$ cat src/rtl/cfg_port_pkg.sv
package cfg_port_pkg;

  typedef enum logic [1:0] {
    KS_LOCKED = 2'd0,
    KS_ARMED  = 2'd1,
    KS_OPEN   = 2'd2
  } key_state_e;

  localparam logic [7:0] IDX_LD_SELECT = 8'h07;
  localparam logic [7:0] IDX_DEVID_HI  = 8'h20;
  localparam logic [7:0] IDX_DEVID_LO  = 8'h21;
  localparam logic [7:0] IDX_REVISION  = 8'h22;
  localparam logic [7:0] IDX_MFG_HI    = 8'h23;
  localparam logic [7:0] IDX_MFG_LO    = 8'h24;
  localparam logic [7:0] IDX_BANK_BASE = 8'h30;
  localparam logic [7:0] IDX_LD_ENABLE = 8'h30;
  localparam logic [7:0] IDX_IOBASE_HI = 8'h60;
  localparam logic [7:0] IDX_IOBASE_LO = 8'h61;

  typedef struct packed {
    logic sel_wr;
    logic en_wr;
    logic hi_wr;
    logic lo_wr;
  } bank_wr_t;

endpackage

$ cat src/rtl/cfg_rst_sync.sv
module cfg_rst_sync (
  input  logic clk,
  input  logic rst_n,
  output logic rst_sync_n
);
  logic [1:0] sync_q;

  always_ff @(posedge clk or negedge rst_n) begin
    if (!rst_n) sync_q <= 2'b00;
    else        sync_q <= {sync_q[0], 1'b1};
  end

  assign rst_sync_n = sync_q[1];
endmodule

$ cat src/rtl/cfg_key_seq.sv
module cfg_key_seq
  import cfg_port_pkg::*;
#(
  parameter logic [7:0] UNLOCK_KEY = 8'h87,
  parameter logic [7:0] LOCK_KEY   = 8'hAA
) (
  input  logic       clk,
  input  logic       rst_n,
  input  logic       idx_wr,
  input  logic [7:0] wdata,
  output logic       open_o,
  output logic       idx_ld
);
  key_state_e state_q, state_d;

  always_comb begin
    state_d = state_q;
    unique case (state_q)
      KS_LOCKED: if (idx_wr && wdata == UNLOCK_KEY) state_d = KS_ARMED;
      KS_ARMED:  if (idx_wr) state_d = (wdata == UNLOCK_KEY) ? KS_OPEN : KS_LOCKED;
      KS_OPEN:   if (idx_wr && wdata == LOCK_KEY) state_d = KS_LOCKED;
      default:   state_d = KS_LOCKED;
    endcase
  end

  always_ff @(posedge clk or negedge rst_n) begin
    if (!rst_n) state_q <= KS_LOCKED;
    else        state_q <= state_d;
  end

  assign open_o = (state_q == KS_OPEN);
  assign idx_ld = open_o && idx_wr && (wdata != LOCK_KEY);
endmodule

$ cat src/rtl/cfg_ld_bank.sv
module cfg_ld_bank #(
  parameter int NUM_LD = 8
) (
  input  logic                 clk,
  input  logic                 rst_n,
  input  logic [7:0]           sel,
  input  logic                 en_wr,
  input  logic                 hi_wr,
  input  logic                 lo_wr,
  input  logic [7:0]           wdata,
  output logic                 sel_valid,
  output logic                 sel_en,
  output logic [15:0]          sel_base,
  output logic [NUM_LD-1:0]    ld_enable,
  output logic [NUM_LD*16-1:0] ld_base
);
  localparam logic [8:0] LD_LIMIT = 9'(NUM_LD);

  logic [NUM_LD-1:0] hit;
  logic [15:0]       base_q [NUM_LD];

  assign sel_valid = ({1'b0, sel} < LD_LIMIT);

  for (genvar g = 0; g < NUM_LD; g++) begin : g_dev
    logic        en_q, en_d;
    logic [15:0] base_d;

    assign hit[g] = sel_valid && (sel == 8'(g));

    always_comb begin
      en_d   = en_q;
      base_d = base_q[g];
      if (hit[g] && en_wr) en_d = wdata[0];
      if (hit[g] && hi_wr) base_d[15:8] = wdata;
      if (hit[g] && lo_wr) base_d[7:0]  = wdata;
    end

    always_ff @(posedge clk or negedge rst_n) begin
      if (!rst_n) begin
        en_q      <= 1'b0;
        base_q[g] <= 16'h0000;
      end else begin
        en_q      <= en_d;
        base_q[g] <= base_d;
      end
    end

    assign ld_enable[g]         = en_q;
    assign ld_base[g*16 +: 16]  = base_q[g];
  end

  always_comb begin
    sel_en   = 1'b0;
    sel_base = 16'h0000;
    for (int i = 0; i < NUM_LD; i++) begin
      sel_en   = sel_en | (hit[i] & ld_enable[i]);
      sel_base = sel_base | ({16{hit[i]}} & base_q[i]);
    end
  end
endmodule

$ cat src/rtl/cfg_reg_decode.sv
module cfg_reg_decode
  import cfg_port_pkg::*;
#(
  parameter logic [15:0] DEVICE_ID = 16'h0A51,
  parameter logic [7:0]  REVISION  = 8'h01,
  parameter logic [15:0] MFG_ID    = 16'h1934
) (
  input  logic        cfg_open,
  input  logic        host_addr,
  input  logic        host_wr,
  input  logic        host_rd,
  input  logic [7:0]  index,
  input  logic [7:0]  ld_sel,
  input  logic        sel_valid,
  input  logic        sel_en,
  input  logic [15:0] sel_base,
  input  logic [7:0]  dev_rdata,
  output bank_wr_t    bank_wr,
  output logic        dev_wr,
  output logic        dev_rd,
  output logic [7:0]  host_rdata
);
  logic data_wr, data_rd, in_bank, bank_local, bank_ok;

  assign data_wr    = cfg_open && host_wr && host_addr;
  assign data_rd    = cfg_open && host_rd && host_addr;
  assign in_bank    = (index >= IDX_BANK_BASE);
  assign bank_local = (index == IDX_LD_ENABLE) || (index == IDX_IOBASE_HI) ||
                      (index == IDX_IOBASE_LO);
  assign bank_ok    = in_bank && sel_valid;

  assign bank_wr.sel_wr = data_wr && (index == IDX_LD_SELECT);
  assign bank_wr.en_wr  = data_wr && bank_ok && (index == IDX_LD_ENABLE);
  assign bank_wr.hi_wr  = data_wr && bank_ok && (index == IDX_IOBASE_HI);
  assign bank_wr.lo_wr  = data_wr && bank_ok && (index == IDX_IOBASE_LO);

  assign dev_wr = data_wr && bank_ok && !bank_local;
  assign dev_rd = data_rd && bank_ok && !bank_local;

  always_comb begin
    host_rdata = 8'hFF;
    if (cfg_open) begin
      if (!host_addr) begin
        host_rdata = index;
      end else if (in_bank) begin
        if (sel_valid) begin
          unique case (index)
            IDX_LD_ENABLE: host_rdata = {7'b0, sel_en};
            IDX_IOBASE_HI: host_rdata = sel_base[15:8];
            IDX_IOBASE_LO: host_rdata = sel_base[7:0];
            default:       host_rdata = dev_rdata;
          endcase
        end
      end else begin
        unique case (index)
          IDX_LD_SELECT: host_rdata = ld_sel;
          IDX_DEVID_HI:  host_rdata = DEVICE_ID[15:8];
          IDX_DEVID_LO:  host_rdata = DEVICE_ID[7:0];
          IDX_REVISION:  host_rdata = REVISION;
          IDX_MFG_HI:    host_rdata = MFG_ID[15:8];
          IDX_MFG_LO:    host_rdata = MFG_ID[7:0];
          default:       host_rdata = 8'hFF;
        endcase
      end
    end
  end
endmodule

$ cat src/rtl/cfg_key_port.sv
module cfg_key_port
  import cfg_port_pkg::*;
#(
  parameter int          NUM_LD     = 8,
  parameter logic [15:0] DEVICE_ID  = 16'h0A51,
  parameter logic [7:0]  REVISION   = 8'h01,
  parameter logic [15:0] MFG_ID     = 16'h1934,
  parameter logic [7:0]  UNLOCK_KEY = 8'h87,
  parameter logic [7:0]  LOCK_KEY   = 8'hAA
) (
  input  logic                 clk,
  input  logic                 rst_n,
  input  logic                 host_addr,
  input  logic                 host_wr,
  input  logic                 host_rd,
  input  logic [7:0]           host_wdata,
  output logic [7:0]           host_rdata,
  output logic [NUM_LD-1:0]    ld_enable,
  output logic [NUM_LD*16-1:0] ld_base,
  output logic [7:0]           dev_ld,
  output logic [7:0]           dev_idx,
  output logic [7:0]           dev_wdata,
  output logic                 dev_wr,
  output logic                 dev_rd,
  input  logic [7:0]           dev_rdata
);
  logic        rst_sync_n;
  logic        cfg_open, idx_ld;
  logic [7:0]  index_q, index_d;
  logic [7:0]  ld_sel_q, ld_sel_d;
  logic        sel_valid, sel_en;
  logic [15:0] sel_base;
  bank_wr_t    bank_wr;

  cfg_rst_sync u_rst (
    .clk        (clk),
    .rst_n      (rst_n),
    .rst_sync_n (rst_sync_n)
  );

  cfg_key_seq #(
    .UNLOCK_KEY (UNLOCK_KEY),
    .LOCK_KEY   (LOCK_KEY)
  ) u_key (
    .clk    (clk),
    .rst_n  (rst_sync_n),
    .idx_wr (host_wr && !host_addr),
    .wdata  (host_wdata),
    .open_o (cfg_open),
    .idx_ld (idx_ld)
  );

  always_comb begin
    index_d  = idx_ld ? host_wdata : index_q;
    ld_sel_d = bank_wr.sel_wr ? host_wdata : ld_sel_q;
  end

  always_ff @(posedge clk or negedge rst_sync_n) begin
    if (!rst_sync_n) begin
      index_q  <= 8'h00;
      ld_sel_q <= 8'h00;
    end else begin
      index_q  <= index_d;
      ld_sel_q <= ld_sel_d;
    end
  end

  cfg_ld_bank #(.NUM_LD(NUM_LD)) u_bank (
    .clk       (clk),
    .rst_n     (rst_sync_n),
    .sel       (ld_sel_q),
    .en_wr     (bank_wr.en_wr),
    .hi_wr     (bank_wr.hi_wr),
    .lo_wr     (bank_wr.lo_wr),
    .wdata     (host_wdata),
    .sel_valid (sel_valid),
    .sel_en    (sel_en),
    .sel_base  (sel_base),
    .ld_enable (ld_enable),
    .ld_base   (ld_base)
  );

  cfg_reg_decode #(
    .DEVICE_ID (DEVICE_ID),
    .REVISION  (REVISION),
    .MFG_ID    (MFG_ID)
  ) u_dec (
    .cfg_open   (cfg_open),
    .host_addr  (host_addr),
    .host_wr    (host_wr),
    .host_rd    (host_rd),
    .index      (index_q),
    .ld_sel     (ld_sel_q),
    .sel_valid  (sel_valid),
    .sel_en     (sel_en),
    .sel_base   (sel_base),
    .dev_rdata  (dev_rdata),
    .bank_wr    (bank_wr),
    .dev_wr     (dev_wr),
    .dev_rd     (dev_rd),
    .host_rdata (host_rdata)
  );

  assign dev_ld    = ld_sel_q;
  assign dev_idx   = index_q;
  assign dev_wdata = host_wdata;
endmodule

$ cat config.mk
export PLATFORM = sky130hd
export DESIGN_NAME = cfg_key_port
export DESIGN_NICKNAME = d
export VERILOG_FILES = /design/src/rtl/cfg_port_pkg.sv /design/src/rtl/cfg_rst_sync.sv /design/src/rtl/cfg_key_seq.sv /design/src/rtl/cfg_ld_bank.sv /design/src/rtl/cfg_reg_decode.sv /design/src/rtl/cfg_key_port.sv
export SDC_FILE = /design/constraint.sdc
export NUM_CORES = 1
export LEC_CHECK = 0
export ABC_CLOCK_PERIOD_IN_PS = 10850
export BUFFER_PORTS_ARGS = -buffer_cell sky130_fd_sc_hd__buf_2
export CAP_MARGIN = 0
export CORE_MARGIN = 2
export CORE_UTILIZATION = 26
export DETAILED_ROUTE_END_ITERATION = 7
export GPL_ROUTABILITY_DRIVEN = 0
export GPL_TIMING_DRIVEN = 0
export HOLD_SLACK_MARGIN = 0.08
export PLACE_DENSITY_LB_ADDON = 0.05
export SYNTH_ARGS = -nofsm -noshare
export SYNTH_HDL_FRONTEND = slang
export SYNTH_SLANG_ARGS = --single-unit
$ cat constraint.sdc
create_clock -name clk -period 10.85 [get_ports clk]
set_input_delay 1.085 -clock clk [delete_from_list [all_inputs] [get_ports clk]]
set_output_delay 1.085 -clock clk [all_outputs]
set_load 0.05 [all_outputs]
==> results.cfg, run 1 <==
[timing]
slew_violations = 0
fmax_mhz = 166.6
fin_crit_sh = 0.5533
fin_worst_skew_ps = 13.70
tightestPinTransition_ps = 1320
tns_ps = 0
finalHoldViolations = 0
setup_viol = 0
setup_slack_ps = 4847
period_needed_ps = 6003
grt_setup_unrepaired = false
slew_headroom = 0.1132

[routing]
routed_wl_mm = 35.80
wire_per_inst_um = 27.30
ant_nets = 0
viasPerCell = 5.135
first_pass_iters = 5
drt_iter0_markers = 439
route.detailed.drc = 0
vias = 6732

[synthesis]
syn_nets = 709
syn_avg_cell_area_um2 = 12.09
ys_seq_area_frac = 0.4693
synth_area_leaders = dfrtp_1 (47%), mux2_2 (14%), mux2_4 (7.2%)
ys_ff_latch = 156
synth_edf_count = 0
yosysTopAreaCell = dfrtp_1
ys_warn_count = 0
synth_area_um2 = 8318
synth_cell_types = 63
synth_top_area_share = 0.4693
syn_inst = 688
synth-async-reset-ratio = 1.000
ys.flop_type = dfrtp_1

[grt]
track_usage = 0.2160
use_met2 = 0.3468
gr-max-usage-layer = met2
grt-ovfl-total = 0
grtUsageMet1 = 0.3046
met3_usage = 0.03773
grt_pass1_vias = 6902
grt_max_degree = 57
grt_antenna_before_repair = 3
grt_first_pass_wirelength_mm = 51.43

[power]
cellPowerDensity_nw_per_um2 = 123.4
power.leakage_uw = 0.005223
vdd_ir_drop_max_mv = 0.08755

[floorplan]
core_um2 = 31560
dieArea_um2 = 33440
fp.dieH_um = 182.9
start_util = 0.2636
die_w_um = 182.9
rows = 65
io_pins = 191

[cts]
cts_hold_buf = 0
cts.clk_slew.worst_paths_ps = 80
cts_buffers = 17
cts_buffer_depth = 2
post_cts_buffers = 0
tritoncts = done
cts.sinks = 156
insertion_delay_ps = 440
root_buffer = clkbuf_16
cts-resized-gates = 0
ctsHtreeMaxLevel = 4

[setup_path]
slowest_delay_ps = 1040
worstPathRequired_ps = 9770
cp_max_fo = 10
crit_path_start_kind = flop
cpMaxStageDelayCell = nor3_1
crit_top_cell = clkbuf_1
crit_path_end_kind = output port
crit_family = simple AND/OR/NAND/NOR gates
cp.buffers_inverters = 4
crit_chain = clkbuf_1, or4_1, clkbuf_1, nor3_1, clkbuf_1, a22oi_1, o21ai_0, a311oi_1, a21oi_1, buf_2
path_class = reg2out
arrival_ps = 4920

[outcome]
outcome = completed

[run]
maxCapViolCount = 0

[finish]
area_growth_syn_to_layout_pct = 25.09
num-fill-cells = 3239
num-nets-final = 915
final_cell_mix = buf_2 (191), dfrtp_1 (155), mux2_2 (106)
final-seq-area_um2 = 3908
drive_gt1_frac = 0.4620
layout_commonest_cell = buf_2
multiInputGateArea_um2 = 4054

[placement]
pre_cts_ws_ps = 5368
numPortBuffers = 185
post-dp-hpwl_mm = 26.16

[min_path]
hp-class = reg2reg
## worst reg2reg max path, stage by stage, from the launching register on
cell and delay, ps:
dfrtp_1 400, clkbuf_1 220, or4_1 440, clkbuf_1 210, nor3_1 1040, clkbuf_1 710
nand3_2 540, mux2_2 430
## synth_stat cells, drive strengths merged, types with 8 or more instances
| cell | instances |
|---|---|
| nor3 | 18 |
| nand2 | 41 |
| mux4 | 8 |
| nor4 | 10 |
| mux2i | 25 |
| mux2 | 154 |
| nand2b | 10 |
| buf | 33 |
| clkbuf | 37 |
| a22oi | 16 |
| nand3 | 18 |
| dfrtp | 156 |
| o21ai | 16 |
| or4 | 8 |
| nor2 | 26 |
| a21oi | 16 |
## flip-flops by register name, summed over array words and instances (netlist names)
name / cells
dev_idx: 8
dev_ld: 8
u_bank.g_dev.en_q: 8
u_bank.ld_base: 128
u_key.state_q: 2
u_rst.sync_q: 2
## power breakdown
group          internal (µW)  total [µW]  switching (µW)
clock network            330         631             300
logic                   15.8        64.5            48.7
registers                583         589            5.86
## logic make-up after synthesis
group,share of synthesized area
DFF,0.4693
AOI/OAI and AO/OA,0.08650
buffers and inverters,0.04332
and+or+nand+nor,0.1221
muxes,0.2783
other,0.0004508
## routing by layer
metal / vias to the layer above / part of all wire
met5: - / 0
met4: 0 / 0.015
met3: 30 / 0.051
met2: 236 / 0.46
met1: 3490 / 0.47
li1: 2976 / -
## per-stage QoR
stage / utilization / power [µW] / hold WS (ps) / cell area (µm²) / cells
2_1_floorplan: - / 636.1 / 331.2 / 8318 / 688
3_3_place_gp: 0.3089 / 663.7 / 335.8 / 9747 / 1275
3_5_place_dp: 0.3107 / 665.4 / 336.4 / 9806 / 1277
4_1_cts: 0.3296 / 1300 / 354.7 / 10400 / 1309
5_1_grt: 0.3296 / 1327 / 361.7 / 10400 / 1309
6_report: 0.3297 / 1284 / 351.9 / 10410 / 1311
## worst paths after layout
path                                 startpoint  depth (start not counted)                  end  slack, ps
worst max-delay path                  dev_ld[5]                         10        host_rdata[7]       4850
worst min-delay path            u_rst.sync_q[0]                          0      u_rst.sync_q[1]        350
worst max register to register        dev_ld[5]                          7   u_bank.ld_base[77]       6740
worst min register to register  u_rst.sync_q[0]                          0      u_rst.sync_q[1]        350
max in group asynchronous       u_rst.sync_q[1]                          1   u_bank.ld_base[23]       9690
min in group asynchronous       u_rst.sync_q[1]                          0  u_bank.ld_base[120]        380
## layout make-up
type / instances / share of cell area
multi-input cells: 458 / 0.3896
flip-flops and latches: 156 / 0.3755
repair buffers: 187 / 0.09428
well taps: 402 / 0.04834
clock buffers: 18 / 0.04125
plain buffers: 70 / 0.03319
clock inverters: 14 / 0.01587
inverters: 4 / 0.001443
diodes: 2 / 0.0004810
Power figures use the tool's default switching activity.
==> run 2, diff against run 1 <==
- ABC_AREA: not set -> 1
- ABC_CLOCK_PERIOD_IN_PS: 10850 -> 5850
- clock period: 10.85 -> 5.85 ns (I/O delays scaled with it)
==> run 2 against run 1 <==
Effect of this change:
- total power grew 78%
- critical endpoint is now host_rdata[3]
- clock power grew 76%
- sequential share of layout area grew 1.4 points
- synthesized cell count grew 45%
==> results.cfg, run 2 <==
[floorplan]
core_um2 = 30350
dieArea_um2 = 32000
rows = 64
fp.dieH_um = 178.9
die_w_um = 178.9
io_pins = 191
start_util = 0.2620

[timing]
fmax_mhz = 276.1
slew_headroom = 0.2253
grt_setup_unrepaired = false
period_needed_ps = 3622
tightestPinTransition_ps = 1162
holdWs_ps = 353.6
slew_violations = 0
fin_crit_sh = 0.6192
finalHoldViolations = 0
setup_viol = 0
fin_worst_skew_ps = 14.16

[synthesis]
syn_avg_cell_area_um2 = 7.975
synth_edf_count = 0
ys.flop_type = dfrtp_1
ys_seq_area_frac = 0.4910
ys_top_cells_by_count = nand2_1 (400), dfrtp_1 (156), o21ai_1 (111), nor2_1 (54), nand3_1 (53)
ys_ff_latch = 156
synth_cell_types = 32
synth-async-reset-ratio = 1.000
synth_area_leaders = dfrtp_1 (49%), nand2_1 (19%), o21ai_1 (7.0%)
synth_area_um2 = 7951
syn_inst = 997
yosysMostFrequentCell = nand2_1
synth_top_area_share = 0.4910
syn_nets = 1018
yosysTopAreaCell = dfrtp_1
ys_warn_count = 0

[finish]
diodes = 0
largest_reg_flops = 128
layout_commonest_cell = nand2_1
num-nets-final = 1230
drive_gt1_frac = 0.2750
area_growth_syn_to_layout_pct = 26.12
finalInstanceArea_um2 = 10030
final_cell_mix = nand2_1 (400), buf_2 (197), dfrtp_1 (155)

[routing]
first_pass_iters = 5
route.detailed.drc = 0
routed_wl_mm = 35.06
wl_met3_mm = 1.694
wire_per_inst_um = 21.67
drt_iter0_markers = 555
ant_nets = 0
vias = 7588
maxUsedRoutingLayer = met4
route.met2.wl_mm = 16.30
viasPerCell = 4.690
m1WireLength_mm = 16.66

[grt]
grt-ovfl-total = 0
grt_antenna_before_repair = 0
grt_first_pass_wirelength_mm = 50.44
grt_pass1_vias = 7317
track_usage = 0.2224
grt_max_degree = 62

[setup_path]
critPathCapture = host_rdata[3]
rr_endpoint = u_bank.g_dev[2].en_q
cp_max_fo = 10
r2r-start = dev_ld[6]
crit_path_start_kind = flop
worstPathRequired_ps = 5270
rr_worst_depth = 8
cp-startpoint = dev_ld[3]
crit_path_end_kind = output port
r2r_setup_slack_ps = 3610
arrival_ps = 3040
path_class = reg2out

[cts]
tritoncts = done
cts_buffer_depth = 2
insertion_delay_ps = 440
cts.sinks = 156
cts.clk_slew.worst_paths_ps = 70
root_buffer = clkbuf_16
cts_buffers = 17
ctsHtreeMaxLevel = 4

[power]
power.leakage_uw = 0.005487
cellPowerDensity_nw_per_um2 = 228.4
vdd_ir_drop_max_mv = 0.1275

[placement]
post-dp-hpwl_mm = 26.21
numPortBuffers = 190
postPlaceCellArea_um2 = 9457

[run]
maxCapViolCount = 0

[min_path]
hp-class = reg2reg
holdPathStages = 0

[outcome]
outcome = completed
run 2: cell types whose count changed after synthesis, sizes merged, moves of 25 or more:
cell	delta
nand3	+37
mux2i	-25
o21ai	+145
inv	+39
nor2	+41
nand2	+378
mux2	-154
run 2: kinds of logic after synthesis:
logic type | count (synthesis) | synth area share
and+or+nand+nor | 552 | 0.3046
DFF | 156 | 0.4910
buffers and inverters | 101 | 0.07521
other | 1 | 0.0004716
AOI/OAI and AO/OA | 187 | 0.1287
run 2: worst min-delay path by stage:
stage	endpoint	slack, ps	start
after floorplan	u_rst.sync_q[0]	290	rst_n
after global placement	u_rst.sync_q[1]	340	u_rst.sync_q[0]
after detailed placement	u_rst.sync_q[1]	340	u_rst.sync_q[0]
after CTS	u_rst.sync_q[1]	360	u_rst.sync_q[0]
after global routing	u_rst.sync_q[1]	360	u_rst.sync_q[0]
final	u_rst.sync_q[1]	350	u_rst.sync_q[0]
run 2: final cells by class:
type,instances,area [µm²]
Multi-Input combinational cell,740,3450
Clock buffer,18,429.2
Fill cell,3375,20320
Timing Repair Buffer,193,1016
Tap cell,396,495.5
Sequential cell,156,3908
Inverter,43,161.4
Buffer,58,436.7
Clock inverter,14,132.6
run 2: stage by stage:
step                      power (µW)  instances    util  setup WS (ps)  TNS (ps)
after CTS                       2317       1618  0.3304           2202         0
after global routing            2365       1618  0.3304           2006         0
final                           2291       1618  0.3304           2228         0
after global placement          1200       1583  0.3097          -1379   -210310
after detailed placement        1205       1585  0.3116           2673         0
after floorplan                 1154        997       -           1181         0
run 2: repair_timing:
action / in CTS / in global routing
hold buffers: 1 / 0
buffers inserted: 0 / 0
setup endpoints to repair: 0 / 0
hold endpoints to repair: 2 / 0
gates resized for setup: 0 / 0
run 2: power by group:
part / internal [µW] / switching [µW] / total (µW) / leakage [µW]
logic: 19.2 / 75.6 / 94.8 / 0.00304
registers: 1080 / 8.04 / 1090 / 0.00217
clock network: 595 / 514 / 1110 / 0.000267
total: 1690 / 598 / 2290 / 0.00549
run 2: routing by layer:
| layer | track usage | vias to the layer above |
|---|---|---|
| met1 | 0.3216 | 3692 |
| li1 | - | 3655 |
| met3 | 0.03372 | 29 |
| met4 | 0.04099 | 0 |
| met5 | 0 | - |
| met2 | 0.3535 | 212 |
run 2: critical path: stages, from the launching register on:
cell     delay, ps
dfrtp_1        430
inv_2          160
nand2_2        150
nor2_4         270
nand2_1        100
inv_2          160
buf_4          220
nand2_1         70
nand2_1        170
nor2_1         100
nand2_1        140
nand2_1         80
nand3_1        140
nand2_1         80
nand2_1         70
buf_2          260
